File: src/rtl/sem_pkg.sv
// Package: shared types for the semaphore bank.
// Assumes: two ports only; the holder field matters only when both request bits are set.
package sem_pkg;

    // Which side holds a token once both sides have requested it.
    typedef enum logic {
        HOLD_LEFT  = 1'b0,
        HOLD_RIGHT = 1'b1
    } holder_e;

    // Per-token state: one request bit per side plus the arrival-order holder.
    typedef struct packed {
        logic    want_l;
        logic    want_r;
        holder_e holder;
    } token_t;

endpackage

File: src/rtl/sem_req_decode.sv
// Module: sem_req_decode
// Turns one port's select/strobe/index into a one-hot per-token write
// enable and a read enable.
// Assumes: the index is always below NUM_SEM, so no range check is made.
module sem_req_decode #(
    parameter int NUM_SEM = 8,
    localparam int IDX_W  = $clog2(NUM_SEM)
) (
    input  logic               sel,
    input  logic               wr,
    input  logic               rd,
    input  logic [IDX_W-1:0]   idx,
    output logic [NUM_SEM-1:0] we_vec,
    output logic               rd_en
);

    // Build a one-hot write enable for the token the index points at.
    always_comb begin
        we_vec = '0;
        if (sel && wr) begin
            we_vec[idx] = 1'b1;
        end
    end

    // A read is only taken while the port is selected.
    always_comb begin
        rd_en = sel && rd;
    end

endmodule

File: src/rtl/sem_cell.sv
// Module: sem_cell
// One token latch. It keeps a request bit for each side and, when both
// sides have requested, which one came first. The first requester holds
// the token. Same-edge requests on a free token go to the left side.
// Assumes: the state has no reset on purpose, because software frees
// tokens at start-up. rst_n is used only to qualify the assertions.
module sem_cell
    import sem_pkg::*;
(
    input  logic clk,
    input  logic rst_n,
    input  logic l_we,
    input  logic l_wbit,
    input  logic r_we,
    input  logic r_wbit,
    output logic l_grant,
    output logic r_grant
);

    token_t st_q;
    token_t st_d;
    logic   free_now;

    // Work out the next request bits and the holder from this edge's writes.
    always_comb begin
        st_d = st_q;
        if (l_we) st_d.want_l = ~l_wbit;
        if (r_we) st_d.want_r = ~r_wbit;
        if (st_d.want_l && st_d.want_r) begin
            if (st_q.want_l && st_q.want_r) begin
                st_d.holder = st_q.holder;
            end else if (st_q.want_r && !st_q.want_l) begin
                st_d.holder = HOLD_RIGHT;
            end else begin
                st_d.holder = HOLD_LEFT;
            end
        end else begin
            st_d.holder = st_d.want_r ? HOLD_RIGHT : HOLD_LEFT;
        end
    end

    // Token state register; deliberately not reset.
    always_ff @(posedge clk) begin
        st_q <= st_d;
    end

    // Decode which side holds the token right now.
    always_comb begin
        l_grant  = st_q.want_l && (!st_q.want_r || st_q.holder == HOLD_LEFT);
        r_grant  = st_q.want_r && (!st_q.want_l || st_q.holder == HOLD_RIGHT);
        free_now = !st_q.want_l && !st_q.want_r;
    end

    // a lone left request on a free token is granted.
    assert_free_grant_R3: assert property (@(posedge clk) disable iff (!rst_n)
        (free_now && l_we && !l_wbit && !r_we) |=> (l_grant && !r_grant));

    // the left holder keeps the token while the right side writes 0.
    assert_no_steal_R4: assert property (@(posedge clk) disable iff (!rst_n)
        (l_grant && r_we && !r_wbit && !l_we) |=> l_grant);

    // a pending right request takes over when the left holder releases.
    assert_handover_R5: assert property (@(posedge clk) disable iff (!rst_n)
        (l_grant && st_q.want_r && l_we && l_wbit && !r_we) |=> r_grant);

    // a release with nothing pending frees the token.
    assert_release_free_R6: assert property (@(posedge clk) disable iff (!rst_n)
        (l_grant && !st_q.want_r && l_we && l_wbit && !r_we) |=> free_now);

    // same-edge requests on a free token go to the left side.
    assert_tie_left_R8: assert property (@(posedge clk) disable iff (!rst_n)
        (free_now && l_we && !l_wbit && r_we && !r_wbit) |=> (l_grant && !r_grant));

    // a token nobody writes keeps its state.
    assert_idle_stable_R9: assert property (@(posedge clk) disable iff (!rst_n)
        (!l_we && !r_we) |=> ($stable(l_grant) && $stable(r_grant)));

endmodule

File: src/rtl/sem_read_reg.sv
// Module: sem_read_reg
// Per-port read-data register. On a read it latches the addressed token's
// value for this port, copied onto every data bit (0 = this port holds it).
// Assumes: grant_vec is this port's view of every token before the edge.
module sem_read_reg #(
    parameter int NUM_SEM = 8,
    parameter int DATA_W  = 8,
    localparam int IDX_W  = $clog2(NUM_SEM)
) (
    input  logic               clk,
    input  logic               rst_n,
    input  logic               rd_en,
    input  logic [IDX_W-1:0]   idx,
    input  logic [NUM_SEM-1:0] grant_vec,
    output logic [DATA_W-1:0]  rdata
);

    // Capture the read value on a read; reset returns all ones.
    always_ff @(posedge clk) begin
        if (!rst_n) begin
            rdata <= '1;
        end else if (rd_en) begin
            rdata <= {DATA_W{~grant_vec[idx]}};
        end
    end

    // the read data holds between reads.
    assert_hold_R7: assert property (@(posedge clk) disable iff (!rst_n)
        (!rd_en) |=> $stable(rdata));

    // every data bit carries the same token value.
    assert_replicated_R7: assert property (@(posedge clk) disable iff (!rst_n)
        (rdata == '0) || (rdata == '1));

    // reset leaves the read data at all ones.
    assert_reset_ones_R1: assert property (@(posedge clk)
        (!rst_n) |=> (rdata == '1));

endmodule

File: src/rtl/sem_bank_top.sv
// Module: sem_bank_top
// Bank of NUM_SEM token latches shared by a left and a right port. It
// decodes each port's access, updates the token cells and returns
// registered read data per port.
// Assumes: ports share one clock; token cells are not reset, only the
// read-data registers are.
module sem_bank_top #(
    parameter int NUM_SEM = 8,
    parameter int DATA_W  = 8,
    localparam int IDX_W  = $clog2(NUM_SEM)
) (
    input  logic              clk,
    input  logic              rst_n,
    input  logic              l_sel,
    input  logic              l_wr,
    input  logic              l_rd,
    input  logic [IDX_W-1:0]  l_idx,
    input  logic              l_wbit,
    output logic [DATA_W-1:0] l_rdata,
    input  logic              r_sel,
    input  logic              r_wr,
    input  logic              r_rd,
    input  logic [IDX_W-1:0]  r_idx,
    input  logic              r_wbit,
    output logic [DATA_W-1:0] r_rdata
);

    logic [NUM_SEM-1:0] l_we_vec;
    logic [NUM_SEM-1:0] r_we_vec;
    logic [NUM_SEM-1:0] l_grant_vec;
    logic [NUM_SEM-1:0] r_grant_vec;
    logic               l_rd_en;
    logic               r_rd_en;

    // Left port access decode.
    sem_req_decode #(.NUM_SEM(NUM_SEM)) u_dec_l (
        .sel(l_sel), .wr(l_wr), .rd(l_rd), .idx(l_idx),
        .we_vec(l_we_vec), .rd_en(l_rd_en)
    );

    // Right port access decode.
    sem_req_decode #(.NUM_SEM(NUM_SEM)) u_dec_r (
        .sel(r_sel), .wr(r_wr), .rd(r_rd), .idx(r_idx),
        .we_vec(r_we_vec), .rd_en(r_rd_en)
    );

    // One cell per token.
    for (genvar g = 0; g < NUM_SEM; g++) begin : g_cell
        sem_cell u_cell (
            .clk(clk), .rst_n(rst_n),
            .l_we(l_we_vec[g]), .l_wbit(l_wbit),
            .r_we(r_we_vec[g]), .r_wbit(r_wbit),
            .l_grant(l_grant_vec[g]), .r_grant(r_grant_vec[g])
        );
    end

    // Left port read register.
    sem_read_reg #(.NUM_SEM(NUM_SEM), .DATA_W(DATA_W)) u_rd_l (
        .clk(clk), .rst_n(rst_n), .rd_en(l_rd_en), .idx(l_idx),
        .grant_vec(l_grant_vec), .rdata(l_rdata)
    );

    // Right port read register.
    sem_read_reg #(.NUM_SEM(NUM_SEM), .DATA_W(DATA_W)) u_rd_r (
        .clk(clk), .rst_n(rst_n), .rd_en(r_rd_en), .idx(r_idx),
        .grant_vec(r_grant_vec), .rdata(r_rdata)
    );

    // no token is ever held by both sides.
    assert_single_holder_R4: assert property (@(posedge clk) disable iff (!rst_n)
        (l_grant_vec & r_grant_vec) == '0);

    // an unselected left port never produces a write enable.
    assert_unselected_quiet_R2: assert property (@(posedge clk) disable iff (!rst_n)
        (!l_sel) |-> (l_we_vec == '0 && !l_rd_en));

endmodule

File: config.mk
export PLATFORM = sky130hd
export DESIGN_NAME = sem_bank_top
export DESIGN_NICKNAME = d
export VERILOG_FILES = /design/src/rtl/sem_pkg.sv /design/src/rtl/sem_req_decode.sv /design/src/rtl/sem_cell.sv /design/src/rtl/sem_read_reg.sv /design/src/rtl/sem_bank_top.sv
export SDC_FILE = /design/constraint.sdc
export NUM_CORES = 1
export LEC_CHECK = 0
export CORE_MARGIN = 1.5
export CORE_UTILIZATION = 55
export CTS_CLUSTER_SIZE = 25
export DETAILED_ROUTE_END_ITERATION = 16
export GPL_TIMING_DRIVEN = 0
export PLACE_DENSITY = 0.88
export SYNTH_ARGS = -nofsm -noshare
export SYNTH_HDL_FRONTEND = slang
export SYNTH_HIERARCHICAL = 1
export SYNTH_SLANG_ARGS = --single-unit
File: constraint.sdc
create_clock -name clk -period 3.2 [get_ports clk]
set_input_delay 0.64 -clock clk [delete_from_list [all_inputs] [get_ports clk]]
set_output_delay 0.64 -clock clk [all_outputs]
set_load 0.01 [all_outputs]
==> flow_summary.toml <==
[cts]
clk_latency_ns = 0.33
ctsHoldBuffers = 0
cts_tree = "built"
cts-resized-gates = 0
cts.htree.levels = 1
path_clk_slew_ns = 0.14
clock-sinks = 26
cts_setup_buffers = 0
clk_path_buf_depth = 2
root_buffer = "clkbuf_4"
cts_made_buffers = 3

[critical_path]
crit_slowest_cell = "clkdlybuf4s50_1"
path_common_cell = "nand2_1"
worstSetupPathType = "in -> reg"
end_kind = "flip-flop"
path_cells = "clkdlybuf4s50_1 -> nand2_1 -> nor3_1 -> nand2_1 -> nand4_1"
start_kind = "input port"
critPathTopFamily = "simple AND/OR/NAND/NOR gates"
crit_buf_inv = 1
worstPathMaxFanout = 7
crit_path_max_incr_delay_ns = 0.69
cp.required_ns = 3.26
critPathArrivalTime_ns = 2.27

[timing]
finalCritPeriodShare = 0.691
setup_viol = 0
fin_skew_ns = 0.00533
min_period_ns = 2.21
tns_ns = 0
max_slew_margin = 0.467
rsz0062_at_grt = "false"
fmax_ghz = 0.452
worst_pin_slew_ns = 0.798
hold_violations = 0
whs_ns = 0.567
drv_slew = 0
setup_ws_ns = 0.988

[placed_design]
place_hpwl_mm = 2.82
place_area_um2 = 1960
io_buffers = 31
globalplace.congestion = 0.838
post-place-ws_ns = 0.655

[layout]
design_area_um2 = 2000
fill_cells = 204
diodes = 0
post-route-util = 0.724
final_nets = 226
area_growth_pct = 23.9
drive_gt1_frac = 0.144

[power_and_ir_drop]
switching_share = 0.308
power_frac_comb = 0.313
p_leak_nw = 0.741
clkPwrFrac = 0.167
internal_power_mw = 0.694
p_per_area_nw_per_um2 = 502
power.switching_mw = 0.309
ir_drop_uv = 448
pwr-share-seq = 0.520

[die]
die_w_um = 57.1
die_area_um2 = 3260
core_um2 = 2760
initial_utilization = 0.584
io_pins = 32
rows = 19
dieHeight_um = 57.1

[global_routing]
grt_pass1_vias = 1270
grt-ovfl-total = 0
grt_usage = 0.222
antenna_found_initial = 0
grt_pass1_wl_mm = 5.65
grt_max_degree = 17

[synth]
ys_warn_count = 6
synth_seq_cells = 26
syn_inst = 174
syn-num-nets = 190
synth.avg_cell_area_um2 = 9.26
ys_seq_area_frac = 0.373
synth_cell_type_count = 22
synthesis.area_um2 = 1610

[detailed_routing]
vias = 1416
detail-route-antenna-nets = 0
drtIter0Drc = 80
drt_pass1_iterations = 4
routedWlPerCell_um = 15.1
drt-total-wl_mm = 3.63
drc = 0
viasPerCell = 5.90

[status]
status = "completed"

[flow_run]
cap_violations = 0

[worst_hold_path]
hp-class = "reg -> reg"
==> final timing paths <==
check,from,to,slack [ns],depth (start not counted)
max,r_idx[0],g_cell[3].u_cell/st_q[0]$_DFFE_PP_,0.99,5
max reg2reg,g_cell[4].u_cell/st_q[1]$_DFF_P_,u_rd_l/rdata[0]$_SDFFE_PN1P_,1.76,4
min,g_cell[7].u_cell/st_q[1]$_DFF_P_,g_cell[7].u_cell/st_q[1]$_DFF_P_,0.57,1
min reg2reg,g_cell[7].u_cell/st_q[1]$_DFF_P_,g_cell[7].u_cell/st_q[1]$_DFF_P_,0.57,1
==> power by group through the flow <==
stage                     combinational, mW  clock (mW)  sequential, mW
final                                 0.314       0.167           0.522
after global routing                  0.340       0.183           0.535
after global placement                0.297           0           0.518
after CTS                             0.315       0.170           0.521
after floorplan                       0.214           0           0.509
after detailed placement              0.315           0           0.530
==> flip-flops by register name, summed over array words and instances (netlist names) <==
signal / count
u_rd_l/rdata: 1
g_cell.u_cell/st_q: 24
u_rd_r/rdata: 1
==> worst register-to-register path, delay by kind of cell (launching register included) <==
kind / cells / cell delay, ns
mux: 1 / 0.51
compound gates: 3 / 0.45
flops: 1 / 0.42
==> cells in the mapped netlist (all sizes together) <==
cell type | n | share of area
o2bb2ai | 2 | 0.011
a221oi | 8 | 0.075
dfxtp | 18 | 0.22
edfxtp | 8 | 0.15
a21oi | 8 | 0.025
buf | 14 | 0.065
o221ai | 2 | 0.019
nor2 | 12 | 0.028
nand2b | 12 | 0.047
o21a | 16 | 0.075
mux2i | 4 | 0.025
nand3b | 2 | 0.0093
o31ai | 2 | 0.0093
and2 | 2 | 0.0078
inv | 10 | 0.023
mux4 | 2 | 0.028
nor3 | 4 | 0.012
nand3 | 2 | 0.0062
or3b | 2 | 0.011
a21boi | 16 | 0.075
nand4 | 8 | 0.031
nand2 | 20 | 0.047
==> placed cells by master, fill, tap and decap left out <==
master	Yosys	final
a221oi_2	8	8
o221ai_2	2	2
or3b_1	2	2
inv_1	10	10
clkbuf_8	0	1
nor3_1	4	4
nand3b_1	2	2
o31ai_1	2	2
a21oi_1	8	8
mux2i_1	4	4
nand2b_1	12	12
nor2_1	12	12
clkdlybuf4s50_1	0	31
buf_4	14	14
dfxtp_1	18	18
nand2_1	20	20
a21boi_0	16	16
mux4_2	2	2
edfxtp_1	8	8
o21a_1	16	16
and2_1	2	2
nand4_1	8	8
o2bb2ai_1	2	2
clkbuf_4	0	3
nand3_1	2	2
==> logic make-up after synthesis <==
kind of cell / Yosys count / synth area share
buffers and inverters: 24 / 0.0885
AND/OR/NAND/NOR: 64 / 0.199
flip-flops: 26 / 0.373
AO/OA/AOI/OAI: 54 / 0.287
multiplexers: 6 / 0.0528
==> through the flow <==
step | power [mW] | cells
after detailed placement | 0.844 | 236
final | 1.00 | 240
after global placement | 0.815 | 236
after global routing | 1.06 | 240
after floorplan | 0.723 | 174
after CTS | 1.01 | 240
==> per-layer routing <==
layer | wire length (um) | global-route usage | vias up
li1 | - | - | 707
met1 | 1430 | 0.256 | 660
met2 | 1920 | 0.409 | 40
met3 | 174 | 0.0363 | 9
met4 | 99 | 0.0864 | 0
met5 | 0 | 0 | -
==> final cells by class <==
cell class / instances / area (um^2) / share of cell area
inverters: 10 / 37.5 / 0.0188
multi-input cells: 124 / 868 / 0.435
flip-flops and latches: 26 / 601 / 0.301
clock buffers: 4 / 36.3 / 0.0182
repair buffers: 31 / 310 / 0.155
well taps: 31 / 38.8 / 0.0194
plain buffers: 14 / 105 / 0.0526
No activity file was read; power rests on OpenSTA's default activity.
